`src/rtl/refMonPkg.sv`:
```
package refMonPkg;

  typedef enum logic [2:0] {
    ST_HOLD,
    ST_SWITCH,
    ST_ACQ,
    ST_LOCK,
    ST_BAK
  } monState_e;

  // strobes from control to datapath
  typedef struct packed {
    logic hold;
    logic load;
    logic loadBak;
    logic acqRun;
  } monCtl_t;

  // log2 of output/input ratio for a band in a mode
  function automatic logic signed [3:0] ratioLog2(input logic modeHigh,
                                                  input logic [2:0] band);
    logic signed [3:0] top;
    top = modeHigh ? 4'sd5 : 4'sd3;
    return top - $signed({1'b0, band});
  endfunction

endpackage

```
`src/rtl/bandMonitor.sv`:
```
module bandMonitor #(
  parameter int GATE_CYCLES = 512,
  parameter int BAND_LO     = 10,
  parameter int BAND_NOM    = 12,
  parameter int BAND_HI     = 14,
  parameter int DRIFT_TOL   = 1,
  parameter int VALID_WIN   = 4,
  parameter int FAIL_WIN    = 2,
  parameter int NUM_BANDS   = 6
) (
  input  logic       clk,
  input  logic       pdN,
  input  logic       edgeIn,
  input  logic       winEnd,
  output logic       valid,
  output logic [2:0] band,
  output logic       drift
);
  localparam int CNT_W  = $clog2(GATE_CYCLES + 1);
  localparam int GOOD_W = $clog2(VALID_WIN + 1);
  localparam int BAD_W  = $clog2(FAIL_WIN + 1);

  logic [CNT_W-1:0]     edgeCnt;
  logic [CNT_W-1:0]     total;
  logic [NUM_BANDS-1:0] hit;
  logic [NUM_BANDS-1:0] off;
  logic [GOOD_W-1:0]    goodCnt;
  logic [BAD_W-1:0]     badCnt;
  logic                 hitAny;
  logic [2:0]           hitBand;
  logic                 hitDrift;

  assign total = edgeCnt + CNT_W'(edgeIn);

  for (genvar k = 0; k < NUM_BANDS; k++) begin : g_band
    localparam int LoK  = BAND_LO << k;
    localparam int HiK  = BAND_HI << k;
    localparam int NomK = BAND_NOM << k;
    localparam int TolK = DRIFT_TOL << k;
    assign hit[k] = (total >= CNT_W'(LoK)) && (total <= CNT_W'(HiK));
    assign off[k] = (total < CNT_W'(NomK - TolK)) || (total > CNT_W'(NomK + TolK));
  end

  always_comb begin
    hitAny   = |hit;
    hitBand  = '0;
    hitDrift = 1'b0;
    for (int k = 0; k < NUM_BANDS; k++) begin
      if (hit[k]) begin
        hitBand  = 3'(k);
        hitDrift = off[k];
      end
    end
  end

  always_ff @(posedge clk or negedge pdN) begin
    if (!pdN) begin
      edgeCnt <= '0;
      goodCnt <= '0;
      badCnt  <= '0;
      valid   <= 1'b0;
      band    <= '0;
      drift   <= 1'b0;
    end else if (winEnd) begin
      edgeCnt <= '0;
      if (hitAny) begin
        badCnt <= '0;
        band   <= hitBand;
        drift  <= hitDrift;
        if (goodCnt != GOOD_W'(VALID_WIN)) goodCnt <= goodCnt + 1'b1;
        if (goodCnt == GOOD_W'(VALID_WIN - 1)) valid <= 1'b1;
      end else begin
        goodCnt <= '0;
        drift   <= 1'b0;
        if (badCnt != BAD_W'(FAIL_WIN)) badCnt <= badCnt + 1'b1;
        if (badCnt == BAD_W'(FAIL_WIN - 1)) valid <= 1'b0;
      end
    end else if (edgeIn) begin
      edgeCnt <= edgeCnt + 1'b1;
    end
  end

  // qualification state only moves at a window boundary
  a_r9_valid_moves_at_window: assert property (@(posedge clk) disable iff (!pdN)
    !$stable(valid) |-> $past(winEnd));

  // the band index stays within the band table
  a_r1_band_in_range: assert property (@(posedge clk) disable iff (!pdN)
    band < 3'(NUM_BANDS));

endmodule

```
`src/rtl/refMonDatapath.sv`:
```
module refMonDatapath
  import refMonPkg::*;
#(
  parameter int GATE_CYCLES = 512,
  parameter int BAND_LO     = 10,
  parameter int BAND_NOM    = 12,
  parameter int BAND_HI     = 14,
  parameter int DRIFT_TOL   = 1,
  parameter int VALID_WIN   = 4,
  parameter int FAIL_WIN    = 2,
  parameter int ACQ_CYCLES  = 300
) (
  input  logic              clk,
  input  logic              pdN,
  input  logic              modeHigh,
  input  logic              priEdge,
  input  logic              bakEdge,
  input  monCtl_t           ctl,
  output logic              winEnd,
  output logic              priValid,
  output logic              bakValid,
  output logic              priDrift,
  output logic              acqDone,
  output logic              selBak,
  output logic signed [3:0] ratio
);
  localparam int WIN_W = $clog2(GATE_CYCLES);
  localparam int ACQ_W = $clog2(ACQ_CYCLES + 1);

  logic [WIN_W-1:0] winCnt;
  logic [ACQ_W-1:0] acqCnt;
  logic [2:0]       priBand;
  logic [2:0]       bakBand;
  logic             bakDrift;

  assign winEnd  = (winCnt == WIN_W'(GATE_CYCLES - 1));
  assign acqDone = (acqCnt == ACQ_W'(ACQ_CYCLES));

  always_ff @(posedge clk or negedge pdN) begin
    if (!pdN) winCnt <= '0;
    else      winCnt <= winEnd ? '0 : winCnt + 1'b1;
  end

  bandMonitor #(
    .GATE_CYCLES(GATE_CYCLES), .BAND_LO(BAND_LO), .BAND_NOM(BAND_NOM),
    .BAND_HI(BAND_HI), .DRIFT_TOL(DRIFT_TOL), .VALID_WIN(VALID_WIN),
    .FAIL_WIN(FAIL_WIN)
  ) uPriMon (
    .clk(clk), .pdN(pdN), .edgeIn(priEdge), .winEnd(winEnd),
    .valid(priValid), .band(priBand), .drift(priDrift)
  );

  bandMonitor #(
    .GATE_CYCLES(GATE_CYCLES), .BAND_LO(BAND_LO), .BAND_NOM(BAND_NOM),
    .BAND_HI(BAND_HI), .DRIFT_TOL(DRIFT_TOL), .VALID_WIN(VALID_WIN),
    .FAIL_WIN(FAIL_WIN)
  ) uBakMon (
    .clk(clk), .pdN(pdN), .edgeIn(bakEdge), .winEnd(winEnd),
    .valid(bakValid), .band(bakBand), .drift(bakDrift)
  );

  always_ff @(posedge clk or negedge pdN) begin
    if (!pdN)                 acqCnt <= '0;
    else if (!ctl.acqRun)     acqCnt <= '0;
    else if (!acqDone)        acqCnt <= acqCnt + 1'b1;
  end

  always_ff @(posedge clk or negedge pdN) begin
    if (!pdN) begin
      selBak <= 1'b0;
      ratio  <= '0;
    end else if (ctl.load) begin
      selBak <= ctl.loadBak;
      ratio  <= ratioLog2(modeHigh, ctl.loadBak ? bakBand : priBand);
    end
  end

  // select moves only under a hold that was already up
  a_r10_sel_under_hold: assert property (@(posedge clk) disable iff (!pdN)
    !$stable(selBak) |-> (ctl.hold && $past(ctl.hold)));

  // ratio moves only under a hold that was already up
  a_r10_ratio_under_hold: assert property (@(posedge clk) disable iff (!pdN)
    !$stable(ratio) |-> (ctl.hold && $past(ctl.hold)));

endmodule

```
`src/rtl/refMonControl.sv`:
```
module refMonControl
  import refMonPkg::*;
(
  input  logic    clk,
  input  logic    pdN,
  input  logic    modeHigh,
  input  logic    winEnd,
  input  logic    priValid,
  input  logic    bakValid,
  input  logic    priDrift,
  input  logic    acqDone,
  output monCtl_t ctl,
  output logic    lockN,
  output logic    outEn
);
  monState_e state, stateNext;
  logic tgtBak, tgtBakNext;
  logic swArm;
  logic modeQ, modeSeen, modeChg;

  assign modeChg = modeSeen && (modeHigh != modeQ);

  always_comb begin
    stateNext   = state;
    tgtBakNext  = tgtBak;
    ctl         = '0;
    ctl.hold    = (state == ST_HOLD) || (state == ST_SWITCH);
    ctl.acqRun  = (state == ST_ACQ);
    unique case (state)
      ST_HOLD: begin
        if (!modeChg && (priValid || bakValid)) begin
          stateNext   = ST_SWITCH;
          tgtBakNext  = !priValid;
          ctl.load    = 1'b1;
          ctl.loadBak = !priValid;
        end
      end
      ST_SWITCH: begin
        if (modeChg) stateNext = ST_HOLD;
        else if (winEnd && swArm) begin
          if (tgtBak) stateNext = bakValid ? ST_BAK : ST_HOLD;
          else        stateNext = priValid ? ST_ACQ : ST_HOLD;
        end
      end
      ST_ACQ: begin
        if (modeChg || !priValid) stateNext = ST_HOLD;
        else if (acqDone)         stateNext = ST_LOCK;
      end
      ST_LOCK: begin
        if (modeChg || !priValid) stateNext = ST_HOLD;
      end
      ST_BAK: begin
        if (modeChg || priValid || !bakValid) stateNext = ST_HOLD;
      end
      default: stateNext = ST_HOLD;
    endcase
  end

  always_ff @(posedge clk or negedge pdN) begin
    if (!pdN) begin
      state    <= ST_HOLD;
      tgtBak   <= 1'b0;
      swArm    <= 1'b0;
      modeQ    <= 1'b0;
      modeSeen <= 1'b0;
      outEn    <= 1'b0;
    end else begin
      state    <= stateNext;
      tgtBak   <= tgtBakNext;
      modeQ    <= modeHigh;
      modeSeen <= 1'b1;
      outEn    <= 1'b1;
      if (state != ST_SWITCH) swArm <= 1'b0;
      else if (winEnd)        swArm <= 1'b1;
    end
  end

  assign lockN = !((state == ST_LOCK) && !priDrift);

  // a mode flip drops lock on the following cycle
  a_r8_mode_restart: assert property (@(posedge clk) disable iff (!pdN)
    modeChg |=> lockN);

  // with neither input valid, lock is never reported
  a_r11_no_lock_without_input: assert property (@(posedge clk) disable iff (!pdN)
    (!priValid && !bakValid) |=> lockN);

endmodule

```
`src/rtl/refFailoverMon.sv`:
```
module refFailoverMon
  import refMonPkg::*;
#(
  parameter int GATE_CYCLES = 512,
  parameter int BAND_LO     = 10,
  parameter int BAND_NOM    = 12,
  parameter int BAND_HI     = 14,
  parameter int DRIFT_TOL   = 1,
  parameter int VALID_WIN   = 4,
  parameter int FAIL_WIN    = 2,
  parameter int ACQ_CYCLES  = 300
) (
  input  logic       tbClk,
  input  logic       pdN,
  input  logic       modeHigh,
  input  logic       priEdge,
  input  logic       bakEdge,
  output logic       outEn,
  output logic       lockN,
  output logic       pllHold,
  output logic       pllSelBak,
  output logic [3:0] pllRatioLog2
);
  monCtl_t           ctl;
  logic              winEnd, priValid, bakValid, priDrift, acqDone;
  logic signed [3:0] ratio;

  refMonDatapath #(
    .GATE_CYCLES(GATE_CYCLES), .BAND_LO(BAND_LO), .BAND_NOM(BAND_NOM),
    .BAND_HI(BAND_HI), .DRIFT_TOL(DRIFT_TOL), .VALID_WIN(VALID_WIN),
    .FAIL_WIN(FAIL_WIN), .ACQ_CYCLES(ACQ_CYCLES)
  ) uDp (
    .clk(tbClk), .pdN(pdN), .modeHigh(modeHigh), .priEdge(priEdge),
    .bakEdge(bakEdge), .ctl(ctl), .winEnd(winEnd), .priValid(priValid),
    .bakValid(bakValid), .priDrift(priDrift), .acqDone(acqDone),
    .selBak(pllSelBak), .ratio(ratio)
  );

  refMonControl uCtl (
    .clk(tbClk), .pdN(pdN), .modeHigh(modeHigh), .winEnd(winEnd),
    .priValid(priValid), .bakValid(bakValid), .priDrift(priDrift),
    .acqDone(acqDone), .ctl(ctl), .lockN(lockN), .outEn(outEn)
  );

  assign pllHold      = ctl.hold;
  assign pllRatioLog2 = ratio;

  // reported lock implies primary selected and loop running free
  a_r3_lock_on_primary: assert property (@(posedge tbClk) disable iff (!pdN)
    !lockN |-> (!pllSelBak && !pllHold));

  // power-down keeps outputs quiet
  a_r7_pd_quiet: assert property (@(posedge tbClk)
    !pdN |-> (lockN && !outEn && pllHold && !pllSelBak));

endmodule

```
`config.mk`:
```
export PLATFORM = sky130hd
export DESIGN_NAME = refFailoverMon
export DESIGN_NICKNAME = d
export VERILOG_FILES = /design/src/rtl/refMonPkg.sv /design/src/rtl/bandMonitor.sv /design/src/rtl/refMonDatapath.sv /design/src/rtl/refMonControl.sv /design/src/rtl/refFailoverMon.sv
export SDC_FILE = /design/constraint.sdc
export NUM_CORES = 1
export LEC_CHECK = 0
export ABC_AREA = 0
export BUFFER_PORTS_ARGS = -buffer_cell sky130_fd_sc_hd__buf_4
export CAP_MARGIN = 20
export CORE_ASPECT_RATIO = 0.9
export CORE_MARGIN = 4
export CORE_UTILIZATION = 51
export DETAILED_ROUTE_END_ITERATION = 7
export PLACE_DENSITY = 0.7
export SLEW_MARGIN = 30
export SYNTH_ARGS = -nofsm -noshare
export SYNTH_HDL_FRONTEND = slang
export SYNTH_HIERARCHICAL = 1
export SYNTH_SLANG_ARGS = --single-unit
export TNS_END_PERCENT = 30
```
`constraint.sdc`:
```
create_clock -name tbClk -period 3 [get_ports tbClk]
set_input_delay 0.6 -clock tbClk [delete_from_list [all_inputs] [get_ports tbClk]]
set_output_delay 0.6 -clock tbClk [all_outputs]
set_load 0.05 [all_outputs]
```
==> flow_results.xml <==
<?xml version="1.0" encoding="UTF-8"?>
<metrics>
  <group name="place">
    <metric name="dp_worst_setup_slack" unit="ps">-53.05</metric>
    <metric name="place_inst" unit="">727</metric>
    <metric name="place.port_buffers" unit="">12</metric>
    <metric name="dp_hpwl" unit="mm">8.134</metric>
    <metric name="routabilityCongestion" unit="">0.9333</metric>
  </group>
  <group name="floorplan">
    <metric name="start_util" unit="%">52.72</metric>
    <metric name="floorplan.die_area" unit="um2">11790</metric>
    <metric name="die_height" unit="um">103.4</metric>
    <metric name="chipWidth" unit="um">114.0</metric>
    <metric name="placement_rows" unit="">34</metric>
    <metric name="io_pins" unit="">13</metric>
    <metric name="placeableCoreArea" unit="um2">9784</metric>
  </group>
  <group name="global_route">
    <metric name="antenna_found_initial" unit="">0</metric>
    <metric name="grt_first_pass_wirelength" unit="mm">19.20</metric>
    <metric name="first_global_vias" unit="">4139</metric>
    <metric name="grt_overflow" unit="">0</metric>
    <metric name="total_routing_usage_reported_by_global_routing" unit="%">19.65</metric>
    <metric name="grt_max_degree" unit="">70</metric>
  </group>
  <group name="sta">
    <metric name="maxSlewViolCount" unit="">0</metric>
    <metric name="max_slew_margin" unit="%">58.24</metric>
    <metric name="timing.final.setup_violations" unit="">0</metric>
    <metric name="final.min_clock_period" unit="ps">2872</metric>
    <metric name="setup_repair_after_global_routing_missed_its_margin" unit="">true</metric>
    <metric name="setup_slack" unit="ps">127.6</metric>
    <metric name="finalCritPeriodShare" unit="%">95.75</metric>
    <metric name="hold_violations" unit="">0</metric>
    <metric name="final.setup_skew" unit="ps">9.246</metric>
    <metric name="max_slew.worst_pin.slew" unit="ps">626.4</metric>
    <metric name="timing.fmax" unit="GHz">0.3481</metric>
  </group>
  <group name="clocking">
    <metric name="sink_count" unit="">69</metric>
    <metric name="cts.path.max_buffers" unit="">2</metric>
    <metric name="htree_num_levels" unit="">3</metric>
    <metric name="cts.reportedPaths.clkPinSlew" unit="ps">70</metric>
    <metric name="clock_latency" unit="ps">330</metric>
    <metric name="tritoncts" unit="">built</metric>
    <metric name="clockRootBuffer" unit="">sky130_fd_sc_hd__clkbuf_16</metric>
    <metric name="cts_inserted_buffers" unit="">9</metric>
  </group>
  <group name="detailed_routing">
    <metric name="drt_wl_total" unit="mm">10.86</metric>
    <metric name="ant_nets" unit="">0</metric>
    <metric name="num_vias" unit="">4272</metric>
    <metric name="first_pass_iters" unit="">5</metric>
    <metric name="initialDrtViolationCount" unit="">402</metric>
    <metric name="detail_route.vias_per_cell" unit="">5.750</metric>
    <metric name="post-route-drc-count" unit="">0</metric>
    <metric name="routedWlPerCell" unit="um">14.62</metric>
  </group>
  <group name="setup_path">
    <metric name="sort_of_element_at_the_start_of_the_critical_path" unit="">flop</metric>
    <metric name="critPathKind" unit="">reg -&gt; reg</metric>
    <metric name="worst_ep_required_time" unit="ps">3210</metric>
    <metric name="ff2ff_setup_slack" unit="ps">130</metric>
    <metric name="timing.critical_path.arrival" unit="ps">3080</metric>
    <metric name="timing.critical_path.to_type" unit="">flop</metric>
    <metric name="path_max_fanout" unit="">6</metric>
  </group>
  <group name="finish">
    <metric name="finalCoreUtilization" unit="%">60.27</metric>
    <metric name="area_growth" unit="%">14.31</metric>
    <metric name="antenna_cells_inserted" unit="">0</metric>
    <metric name="share_of_cells_above_drive_strength_1" unit="%">19.29</metric>
    <metric name="finalNonFillerCells" unit="">743</metric>
    <metric name="final_nets" unit="">642</metric>
  </group>
  <group name="job">
    <metric name="max_cap_check_violation_count" unit="">0</metric>
  </group>
  <group name="synth">
    <metric name="synth_cells" unit="">582</metric>
    <metric name="yosys_warnings" unit="">6</metric>
    <metric name="synthesis.area" unit="um2">5159</metric>
    <metric name="synth_area_per_cell" unit="um2">8.864</metric>
    <metric name="postSynthNetCount" unit="">612</metric>
  </group>
  <group name="hold_path">
    <metric name="hold_path.class" unit="">in -&gt; async</metric>
  </group>
  <group name="run_status">
    <metric name="status" unit="">finished clean</metric>
  </group>
  <group name="power_and_ir_drop">
    <metric name="power_density" unit="nW/um2">837.8</metric>
    <metric name="p_leak" unit="nW">2.554</metric>
    <metric name="report.power.total" unit="mW">4.941</metric>
    <metric name="vdd.ir_drop.worst" unit="mV">0.3563</metric>
  </group>
</metrics>
worst max-delay path, stage by stage (launching register included):
cell,delay [ps]
sky130_fd_sc_hd__dfrtp_1,480
sky130_fd_sc_hd__ha_4,210
sky130_fd_sc_hd__buf_4,130
sky130_fd_sc_hd__nand3_2,110
sky130_fd_sc_hd__mux2_2,360
sky130_fd_sc_hd__o31ai_1,330
sky130_fd_sc_hd__nand4_1,200
sky130_fd_sc_hd__a31oi_1,270
sky130_fd_sc_hd__a311oi_2,90
sky130_fd_sc_hd__nor2b_1,130
sky130_fd_sc_hd__buf_4,140
sky130_fd_sc_hd__mux2_4,290
routing by layer:
layer,routed length [um],global-route usage [%],vias up
li1,-,-,2133
met1,5304,27.28,2035
met2,5029,31.46,90
met3,384,3.258,14
met4,146,6.667,0
met5,0,0,-
where the power goes:
part           total (mW)  switching [mW]  internal (mW)
registers            1.33           0.292           1.04
logic                2.56            1.37           1.19
clock network        1.05           0.456          0.591
total                4.94            2.12           2.82
repair_timing:
item                                   CTS  global route
hold buffers                             0             0
resized for setup                        0             1
endpoints found under the hold margin    0             0
setup buffers                            0             0
setup endpoints to repair                0             8
final cells by class:
class,instances,area [um2]
clock buffers,9,225.2
clock inverters,7,76.32
fillers,828,3887
inverters,29,108.9
multi-input cells,444,3156
flip-flops and latches,69,1727
well taps,126,157.7
repair buffers,59,446.7
stage by stage:
| stage | area [um2] | TNS, ps | hold slack [ps] |
|---|---|---|---|
| floorplan | 5231 | 0 | 304.4 |
| global placement | 5585 | 0 | 451.1 |
| detailed placement | 5585 | -254.7 | 459.2 |
| CTS | 5887 | 0 | 399.3 |
| global route | 5897 | -10.06 | 302.6 |
| finish | 5897 | 0 | 259.3 |
state kept, by name (all words and copies together), names as in the netlist, 2 cells and up:
| signal | count |
|---|---|
| uDp/uBakMon/badCnt | 2 |
| uDp/uPriMon/goodCnt | 3 |
| uDp/acqCnt | 9 |
| uDp/uPriMon/band | 3 |
| uCtl/state | 3 |
| uDp/uBakMon/edgeCnt | 10 |
| uDp/uBakMon/band | 3 |
| uDp/uPriMon/badCnt | 2 |
| uDp/uPriMon/edgeCnt | 10 |
| uDp/uBakMon/goodCnt | 3 |
| uDp/winCnt | 9 |
| uDp/ratio | 4 |
worst paths after layout:
| kind | startpoint | endpoint | depth (start not counted) |
|---|---|---|---|
| min in group tbClk | modeHigh | uCtl/modeQ$_DFF_PN0_ | 1 |
| max in group asynchronous | pdN | uDp/uPriMon/edgeCnt[8]$_DFFE_PN0P_ | 1 |
| worst min-delay path | pdN | uDp/uBakMon/goodCnt[0]$_DFFE_PN0P_ | 1 |
| worst min register to register | uDp/winCnt[0]$_DFF_PN0_ | uDp/winCnt[0]$_DFF_PN0_ | 1 |
| worst max register to register | uDp/uPriMon/edgeCnt[0]$_DFFE_PN0P_ | uDp/uPriMon/band[1]$_DFFE_PN0P_ | 11 |
| worst max-delay path | uDp/uPriMon/edgeCnt[0]$_DFFE_PN0P_ | uDp/uPriMon/band[1]$_DFFE_PN0P_ | 11 |
placed cells by master, fill, tap and decap left out, drive strengths merged, types with 11 or more instances in the layout:
cell type,n
nor3,22
nor2,49
ha,24
nand2,51
nand4,11
nand3,23
o21ai,33
xnor2,31
dfrtp,69
mux2i,19
inv,34
a21oi,30
mux2,14
buf,59
or3,12
Power figures use the tool's default switching activity.
